### src/rtl/sb_pkg.sv
package sb_pkg;
  typedef enum logic {
    CLR_AFTER_SEARCH  = 1'b0,
    CLR_BEFORE_SEARCH = 1'b1
  } clr_order_e;
endpackage

### src/rtl/sb_onehot_or.sv
module sb_onehot_or #(
  parameter int PORTS = 2,
  parameter int NREGS = 32,
  parameter int IDXW  = $clog2(NREGS)
) (
  input  logic [PORTS-1:0]      en,
  input  logic [PORTS*IDXW-1:0] idx,
  output logic [NREGS-1:0]      mask
);
  always_comb begin
    mask = '0;
    for (int k = 0; k < PORTS; k++) begin
      if (en[k]) mask[idx[k*IDXW +: IDXW]] = 1'b1;
    end
    mask[0] = 1'b0;
  end
endmodule

### src/rtl/sb_table.sv
module sb_table #(
  parameter int NREGS = 32
) (
  input  logic             clk,
  input  logic             rst,
  input  logic [NREGS-1:0] set_mask,
  input  logic [NREGS-1:0] clr_mask,
  output logic [NREGS-1:0] flags
);
  function automatic logic [NREGS-1:0] next_flags(
    input logic [NREGS-1:0] cur, input logic [NREGS-1:0] s, input logic [NREGS-1:0] c);
    logic [NREGS-1:0] n;
    n = (cur & ~c) | s;
    n[0] = 1'b0;
    return n;
  endfunction

  always_ff @(posedge clk) begin
    if (rst) flags <= '0;
    else     flags <= next_flags(flags, set_mask, clr_mask);
  end
endmodule

### src/rtl/sb_table_probe.sv
module sb_table_probe #(
  parameter int NREGS = 32,
  parameter int IDXW  = $clog2(NREGS)
) (
  input  logic [NREGS-1:0] vis,
  input  logic [IDXW-1:0]  src_a,
  input  logic [IDXW-1:0]  src_b,
  input  logic [IDXW-1:0]  dst,
  input  logic             wen,
  output logic             hit
);
  function automatic logic busy(input logic [NREGS-1:0] v, input logic [IDXW-1:0] r);
    return (r != '0) && v[r];
  endfunction

  assign hit = busy(vis, src_a) || busy(vis, src_b) || (wen && busy(vis, dst));
endmodule

### src/rtl/sb_pair_check.sv
module sb_pair_check #(
  parameter int IDXW = 5
) (
  input  logic            old_valid,
  input  logic            old_wen,
  input  logic [IDXW-1:0] old_dst,
  input  logic [IDXW-1:0] yng_src_a,
  input  logic [IDXW-1:0] yng_src_b,
  input  logic [IDXW-1:0] yng_dst,
  input  logic            yng_wen,
  output logic            hit
);
  logic old_writes;
  assign old_writes = old_valid && old_wen && (old_dst != '0);
  assign hit = old_writes &&
               ((yng_src_a == old_dst) || (yng_src_b == old_dst) ||
                (yng_wen && (yng_dst == old_dst)));
endmodule

### src/rtl/issue_scoreboard.sv
module issue_scoreboard
  import sb_pkg::*;
#(
  parameter int         LANES     = 2,
  parameter int         WB_PORTS  = 2,
  parameter int         NREGS     = 32,
  parameter clr_order_e CLR_ORDER = CLR_BEFORE_SEARCH,
  localparam int        IDXW      = $clog2(NREGS)
) (
  input  logic                     clk,
  input  logic                     rst,
  input  logic [LANES-1:0]         cand_valid,
  input  logic [LANES*IDXW-1:0]    cand_src_a,
  input  logic [LANES*IDXW-1:0]    cand_src_b,
  input  logic [LANES*IDXW-1:0]    cand_dst,
  input  logic [LANES-1:0]         cand_wen,
  output logic [LANES-1:0]         issue_ok,
  input  logic [WB_PORTS-1:0]      wb_en,
  input  logic [WB_PORTS*IDXW-1:0] wb_idx,
  output logic [NREGS-1:0]         pending_flags
);
  logic [NREGS-1:0]            set_mask;
  logic [NREGS-1:0]            clr_mask;
  logic [NREGS-1:0]            vis_pend;
  logic [LANES-1:0]            tbl_hit;
  logic [LANES-1:0]            grp_hit;
  logic [LANES-1:0]            lane_hazard;
  logic [LANES-1:0]            ins_en;
  logic [LANES-1:0][LANES-1:0] pair_hit;

  sb_onehot_or #(.PORTS(WB_PORTS), .NREGS(NREGS), .IDXW(IDXW)) u_clr (
    .en(wb_en), .idx(wb_idx), .mask(clr_mask));

  generate
    if (CLR_ORDER == CLR_BEFORE_SEARCH) begin : g_early
      assign vis_pend = pending_flags & ~clr_mask;
    end else begin : g_late
      assign vis_pend = pending_flags;
    end
  endgenerate

  for (genvar i = 0; i < LANES; i++) begin : g_lane
    sb_table_probe #(.NREGS(NREGS), .IDXW(IDXW)) u_probe (
      .vis(vis_pend),
      .src_a(cand_src_a[i*IDXW +: IDXW]),
      .src_b(cand_src_b[i*IDXW +: IDXW]),
      .dst(cand_dst[i*IDXW +: IDXW]),
      .wen(cand_wen[i]),
      .hit(tbl_hit[i]));
    for (genvar j = 0; j < LANES; j++) begin : g_old
      if (j < i) begin : g_cmp
        sb_pair_check #(.IDXW(IDXW)) u_pair (
          .old_valid(cand_valid[j]),
          .old_wen(cand_wen[j]),
          .old_dst(cand_dst[j*IDXW +: IDXW]),
          .yng_src_a(cand_src_a[i*IDXW +: IDXW]),
          .yng_src_b(cand_src_b[i*IDXW +: IDXW]),
          .yng_dst(cand_dst[i*IDXW +: IDXW]),
          .yng_wen(cand_wen[i]),
          .hit(pair_hit[i][j]));
      end else begin : g_none
        assign pair_hit[i][j] = 1'b0;
      end
    end
    assign grp_hit[i]     = |pair_hit[i];
    assign lane_hazard[i] = tbl_hit[i] | grp_hit[i];
  end

  always_comb begin
    logic held;
    held = 1'b0;
    for (int i = 0; i < LANES; i++) begin
      issue_ok[i] = cand_valid[i] & ~lane_hazard[i] & ~held;
      held        = held | (cand_valid[i] & lane_hazard[i]);
    end
  end

  assign ins_en = issue_ok & cand_wen;

  sb_onehot_or #(.PORTS(LANES), .NREGS(NREGS), .IDXW(IDXW)) u_set (
    .en(ins_en), .idx(cand_dst), .mask(set_mask));

  sb_table #(.NREGS(NREGS)) u_table (
    .clk(clk), .rst(rst), .set_mask(set_mask), .clr_mask(clr_mask),
    .flags(pending_flags));
endmodule

### config.mk
export PLATFORM = sky130hd
export DESIGN_NAME = issue_scoreboard
export DESIGN_NICKNAME = d
export VERILOG_FILES = /design/src/rtl/sb_pkg.sv /design/src/rtl/sb_onehot_or.sv /design/src/rtl/sb_table.sv /design/src/rtl/sb_table_probe.sv /design/src/rtl/sb_pair_check.sv /design/src/rtl/issue_scoreboard.sv
export SDC_FILE = /design/constraint.sdc
export NUM_CORES = 1
export LEC_CHECK = 0
export BUFFER_PORTS_ARGS = -buffer_cell sky130_fd_sc_hd__buf_2
export CAP_MARGIN = 5
export CORE_ASPECT_RATIO = 0.6
export CORE_UTILIZATION = 58
export DETAILED_ROUTE_END_ITERATION = 10
export MAX_ROUTING_LAYER = met4
export PLACE_DENSITY = 0.83
export SLEW_MARGIN = 20
export SYNTH_ARGS = -nofsm -noshare
export SYNTH_HDL_FRONTEND = slang
export SYNTH_SLANG_ARGS = --single-unit
### constraint.sdc
create_clock -name clk -period 4.08 [get_ports clk]
set_clock_uncertainty 0.15 [all_clocks]
set_input_delay 0.612 -clock clk [delete_from_list [all_inputs] [get_ports clk]]
set_output_delay 0.612 -clock clk [all_outputs]
set_load 0.01 [all_outputs]
# Word level (Yosys, flattened, before mapping)
# Index checks and enable logic that the tools add are counted.
dict set report word_totals {
  output_inout_bits 34
  regBits 32
  in_bits 48
}
dict set report classes {
  bitwise_logic 14
  eq_ne 3
  magnitude_cmp 12
  n_reduce_logical 28
  n_mux 24
}
# op n
set ops {}
lappend ops {{2-to-1 mux 32 bit} 4}
lappend ops {{OR 32 bit} 3}
lappend ops {{< comparator 5 x 6 -> 1 bit (second input constant)} 8}
lappend ops {{bitwise AND 32 bit} 1}
lappend ops {{inverter 32 bit} 1}
lappend ops {{binary-select mux 1 bit (select 5 bit)} 6}
lappend ops {{nonzero test 5 bit} 6}
lappend ops {{demux 1 bit (select 5 bit)} 4}
lappend ops {{>= comparator 5 x 1 -> 1 bit (second input constant)} 4}
lappend ops {{logical AND 1 bit} 16}
lappend ops {{equality test 5 bit} 3}
lappend ops {{2-to-1 mux 1 bit} 10}
lappend ops {{logical OR 1 bit} 6}
lappend ops {{bitwise AND 1 bit} 4}
lappend ops {{inverter 1 bit} 3}
lappend ops {{bitwise AND 2 bit} 1}
lappend ops {{OR 1 bit} 1}

# Depth between registers and ports, before layout
dict set report logic_depth {
  depth_word 23
  mapped_depth 13
}

# Modules after synthesis
# From an unflattened synthesis, not the netlist that was laid out.
dict set report hier_totals {
  cells_unflattened 453
  area_unflattened_um2 4111.4
}
# module area_each_um2 instances cells_per_inst seq_area_each_um2
set by_module_without_submodules {}
lappend by_module_without_submodules {sb_table_probe 865.8 2 72 0.0}
lappend by_module_without_submodules {sb_table 1131.1 1 129 620.6}
lappend by_module_without_submodules {{sb_onehot_or at u_set} 424.2 1 59 0.0}
lappend by_module_without_submodules {{sb_onehot_or at u_clr} 391.6 1 59 0.0}
lappend by_module_without_submodules {issue_scoreboard 237.7 1 38 0.0}
lappend by_module_without_submodules {sb_pair_check 195.2 1 24 0.0}

# Worst setup path after synthesis
# OpenSTA, ideal clock, no wires.
dict set report synth_timing {
  kind {in2reg}
  from {in wb_idx[2]}
  to {reg u_table.flags[19]}
  arrival_time_ns 3.389
  stages 12
  required_ns 3.843
  path_buffers 3
  slack_ns 0.454
  path_cell_list {or4b_1 buf_2 o21ai_4 o32ai_1 or4_1 o211a_1 nor4_2 nand4_2 or3_1 buf_6 buf_6 o31ai_1}
}
dict set report synth_between {
  elab_chain_cells 21
}
# element line_no
set synth_rtl {}
lappend synth_rtl {{start: declaration} issue_scoreboard.sv:19} ;# input logic [WB_PORTS*IDXW-1:0] wb_idx,
lappend synth_rtl {{< comparator 5 x 6 -> 1 bit (not written as such) or >= comparator 5 x 1 -> 1 bit (tied branches)} sb_onehot_or.sv:13} ;# if (en[k]) mask[idx[k*IDXW +: IDXW]] = 1'b1;
lappend synth_rtl {{logical AND 1 bit (not written as such)} sb_onehot_or.sv:13}
lappend synth_rtl {{2-to-1 mux 1 bit (not written as such)} sb_onehot_or.sv:13}
lappend synth_rtl {{demux 1 bit (select 5 bit) *} -}
lappend synth_rtl {{2-to-1 mux 32 bit *} sb_onehot_or.sv:13}
lappend synth_rtl {{OR 32 bit (no source line)} -}
lappend synth_rtl {{2-to-1 mux 32 bit *} sb_onehot_or.sv:13}
lappend synth_rtl {{inverter 32 bit *} {sb_table.sv:13, issue_scoreboard.sv:36}}
lappend synth_rtl {{[5 not listed]} -}
lappend synth_rtl {{logical OR 1 bit} sb_table_probe.sv:16} ;# assign hit = busy(vis, src_a) || busy(vis, src_b) || (wen && busy(vis, dst));
lappend synth_rtl {{inverter 1 bit or OR 1 bit (tied branches)} {issue_scoreboard.sv:73, issue_scoreboard.sv:66}}
lappend synth_rtl {{bitwise AND 1 bit or inverter 1 bit (tied branches)} issue_scoreboard.sv:73} ;# issue_ok[i] = cand_valid[i] & ~lane_hazard[i] & ~held;
lappend synth_rtl {{bitwise AND 2 bit or bitwise AND 1 bit (tied branches)} {issue_scoreboard.sv:78, issue_scoreboard.sv:73}}
lappend synth_rtl {{2-to-1 mux 32 bit or bitwise AND 1 bit (tied branches)} {sb_onehot_or.sv:13, issue_scoreboard.sv:73}}
lappend synth_rtl {{OR 32 bit (no source line) or bitwise AND 2 bit (tied branches)} -}
lappend synth_rtl {{2-to-1 mux 32 bit} sb_onehot_or.sv:13}
lappend synth_rtl {{OR 32 bit *} sb_table.sv:13} ;# n = (cur & ~c) | s;
lappend synth_rtl {{end signal: assignment} sb_table.sv:20} ;# else flags <= next_flags(flags, set_mask, clr_mask);
lappend synth_rtl {{end: declaration} sb_table.sv:8} ;# output logic [NREGS-1:0] flags
# Every way passes the cells marked *; elsewhere a longest branch is shown, timed or not. The select of a mux whose other input is x is not followed.
# A chain may end at the register's enable or synchronous reset.

# Final worst setup path
dict set report layout_timing {
  from {in wb_idx[8]}
  to {out issue_ok[0]}
}
dict set report layout_between {
  elab_chain_cells 15
}
# element line_no
set layout_rtl {}
lappend layout_rtl {{< comparator 5 x 6 -> 1 bit (not written as such) or >= comparator 5 x 1 -> 1 bit (tied branches)} sb_onehot_or.sv:13}
lappend layout_rtl {{logical AND 1 bit (not written as such)} sb_onehot_or.sv:13}
lappend layout_rtl {{2-to-1 mux 1 bit (not written as such)} sb_onehot_or.sv:13}
lappend layout_rtl {{demux 1 bit (select 5 bit) *} -}
lappend layout_rtl {{OR 32 bit (no source line) *} -}
lappend layout_rtl {{2-to-1 mux 32 bit *} sb_onehot_or.sv:13}
lappend layout_rtl {{inverter 32 bit *} issue_scoreboard.sv:36} ;# assign vis_pend = pending_flags & ~clr_mask;
lappend layout_rtl {{bitwise AND 32 bit *} issue_scoreboard.sv:36}
lappend layout_rtl {{binary-select mux 1 bit (select 5 bit)} sb_table_probe.sv:13} ;# return (r != '0) && v[r];
lappend layout_rtl {{2-to-1 mux 1 bit (not written as such)} sb_table_probe.sv:13}
lappend layout_rtl {{logical AND 1 bit} sb_table_probe.sv:13}
lappend layout_rtl {{logical OR 1 bit or logical AND 1 bit (tied branches)} sb_table_probe.sv:16}
lappend layout_rtl {{logical OR 1 bit *} sb_table_probe.sv:16}
lappend layout_rtl {{inverter 1 bit *} issue_scoreboard.sv:73}
lappend layout_rtl {{bitwise AND 1 bit *} issue_scoreboard.sv:73}
lappend layout_rtl {{end: declaration} issue_scoreboard.sv:17} ;# output logic [LANES-1:0] issue_ok,
# Marks and branches as above.

==> results.py <==
metrics = {
    "global_route": {
        "antenna_found_initial": 0,
        "grt_max_degree": 31,
        "grt-ovfl-total": 0,
        "grt.total_usage_pct": 58.01,
        "grt_pass1_wl_mm": 33.18,
        "first_global_vias": 5618,
    },
    "sta": {
        "setup_viol": 2,
        "fmax_mhz": 244.1,
        "fin_crit_ns": 4.097,
        "slew_headroom_pct": 46.51,
        "setup_ws_ns": -0.01750,
        "finalMaxSlewViolations": 0,
        "tns_ns": -0.03009,
        "fin_crit_sh_pct": 100.4,
        "tightest_slew_ns": 0.7821,
        "hold_viol_final": 0,
    },
    "cts": {
        "cts-buffers-inserted": 5,
        "cts_tree": "done",
        "cts_max_level": 2,
        "clock_sinks": 31,
        "cts_hold_buf": 0,
        "cts_max_path_buffers": 2,
        "clk_latency_ns": 0.28,
        "cts.clk_slew.worst_paths_ns": 0.05,
        "root_buffer": "clkbuf_16",
    },
    "critical_path": {
        "cp_num_buf_inv": 5,
        "cp.arrival_ns": 3.34,
        "crit_path_end_kind": "output pin",
        "cp.required_ns": 3.32,
        "path_class": "in2out",
        "cp_slowest_cell": "nand4bb_1",
        "crit_chain": "buf_2, nand4bb_1, o221ai_1, buf_4, mux2i_1, a221oi_1, o221ai_1, a31oi_1, buf_4, buf_4, and3_1, buf_2",
        "crit_family": "compound AO/OA/AOI/OAI gates",
        "r2r_slack_ns": 0.82,
        "timing.rr.start": "u_table.flags[22]",
        "crit_fanout": 8,
        "reg2reg_depth": 13,
        "rr_endpoint": "u_table.flags[11]",
        "max_stage_delay_ns": 0.43,
        "cp_common_cell": "buf_4",
        "critical_path.startpoint_type": "input pin",
    },
    "die": {
        "rows": 24,
        "start_util_pct": 60.06,
        "die-area_mm2": 0.007887,
        "die_width_um": 114.0,
        "ios": 82,
        "die_h_um": 69.19,
        "core_mm2": 0.007267,
    },
    "synthesis": {
        "syn_inst": 582,
        "syn_nets": 630,
        "yosysUniqueCellTypes": 79,
        "synth_area_mm2": 0.004364,
        "synthArstFlopShare_pct": 0,
        "ys_seq_area_share_pct": 14.22,
        "avgSynthCellArea_um2": 7.499,
        "synth_seq_cells": 31,
        "synth_edf_count": 0,
        "synthFlopType": "dfxtp_1",
        "synth_warnings": 0,
    },
    "power": {
        "powerDensity_mw_per_mm2": 208.4,
        "vdd_drop_max_mv": 0.3038,
        "p_leak_nw": 2.032,
    },
    "drt": {
        "first_iter_violations": 1442,
        "vias": 6473,
        "drtAntennaViolNets": 0,
        "routed_wl_mm": 22.94,
        "wl_per_cell_um": 28.89,
        "drc_errors": 15,
        "firstDrtPassIters": 11,
        "viasPerCell": 8.152,
    },
    "cells_and_area": {
        "fillCellCount": 555,
        "utilization_pct": 76.84,
        "diodes": 0,
        "largest_reg_flops": 31,
        "layout_commonest_cell": "buf_2",
        "syn_to_final_growth_pct": 27.95,
        "regMostFlops": "u_table.flags",
        "reg_top3": "u_table.flags (31)",
        "drive_gt1_share_pct": 31.45,
        "layout_common_cells": "80 x buf_2, 69 x buf_4, 45 x nor2_1, 37 x nand2_1, 31 x dfxtp_1",
        "nets": 737,
    },
    "placed_design": {
        "port_buffers": 80,
        "gp_congestion": 1.195,
        "place_hpwl_mm": 16.58,
    },
    "min_path": {
        "hold_path.class": "in2reg",
        "hold_depth": 2,
        "min_from": "cand_wen[1]",
        "worstHoldEndpoint": "u_table.flags[20]",
    },
    "flow_run": {
        "cap_violations": 0,
    },
    "outcome": {
        "violations": "design-rule violations, negative setup slack",
        "outcome": "finished, violations left",
    },
}
cells in the mapped netlist, types with 6 or more instances:
cell	instances	area share, %
a211oi_1	7	1.2
nand3_1	21	2.4
nor3_1	26	3.0
o221ai_1	30	6.0
nor4_1	12	1.7
clkbuf_1	39	3.4
nand4_1	14	2.0
nand4b_1	6	1.2
nor2b_1	14	2.0
a22oi_1	9	1.5
o21ai_0	19	2.2
and3_1	8	1.1
buf_1	8	0.69
a21oi_1	16	1.8
xor2_1	12	2.4
dfxtp_1	31	14
nor2_1	45	3.9
mux2i_1	16	3.7
o32a_1	12	2.8
xnor2_1	7	1.4
a31o_2	8	1.6
inv_1	8	0.69
nor3b_1	6	1.0
o31ai_1	17	2.9
nand2_1	38	3.3
o22ai_1	13	1.9
nand2b_1	16	2.3
mux4_2	9	4.6
through the flow:
| stage | worst slack (ns) | cells | instance area (um^2) | power (mW) | hold WS, ns |
|---|---|---|---|---|---|
| finish | -0.01750 | 794 | 5584 | 1.164 | 0.5883 |
| floorplan | 0.4541 | 582 | 4364 | 0.5204 | 0.5335 |
| global route | -0.05858 | 794 | 5584 | 1.188 | 0.6057 |
| global placement | -0.08227 | 780 | 5199 | 0.6400 | 0.6649 |
| CTS | 0.01370 | 788 | 5394 | 1.120 | 0.5755 |
| detailed placement | -0.05559 | 780 | 5199 | 0.6469 | 0.6720 |
final cells by class:
type	instances	area, um^2	area share, %
multi-input cells	487	3621	64.84
repair buffers	152	978.4	17.52
flip-flops and latches	31	620.6	11.11
well taps	104	130.1	2.330
clock buffers	6	128.9	2.308
clock inverters	2	60.06	1.076
inverters	12	45.04	0.8066
worst max-delay path by stage:
stage,from,to,slack (ns),depth (start not counted)
global placement,wb_idx[5],issue_ok[1],-0.08,11
floorplan,wb_idx[2],u_table.flags[19],0.45,12
finish,wb_idx[8],issue_ok[0],-0.02,12
global route,wb_idx[4],issue_ok[0],-0.06,12
detailed placement,wb_idx[5],u_table.flags[6],-0.06,12
CTS,wb_idx[7],issue_ok[1],0.01,11
timing repair:
action,CTS,global route
pin swaps,0,1
cloned,0,0
gates resized for setup,1,24
buffers inserted,0,6
endpoints found under the setup margin,1,3
power by group:
group	total (mW)	switching [mW]	internal, mW	leakage, nW
logic	0.373	0.248	0.125	1.69
registers	0.309	0.00334	0.305	0.250
clock network	0.482	0.132	0.350	0.0911
total	1.16	0.384	0.780	2.03
cells by family (layout without fill, tap and decap cells):
group	after synthesis	count (layout)	share of synthesized area, %
flops	31	31	14.22
simple gates	242	242	31.19
mux	27	27	8.830
buf+inv	64	172	5.992
compound gates	198	198	35.87
other cells	1	1	0.08593
xor+xnor	19	19	3.813
per-layer routing:
layer	global-route usage, %	vias up	routed length, um
li1	-	2569	-
met3	30.68	268	4642
met5	-	-	0
met1	73.46	2884	7972
met2	72.05	752	8246
met4	32.03	0	2076
Power figures use the tool's default switching activity.
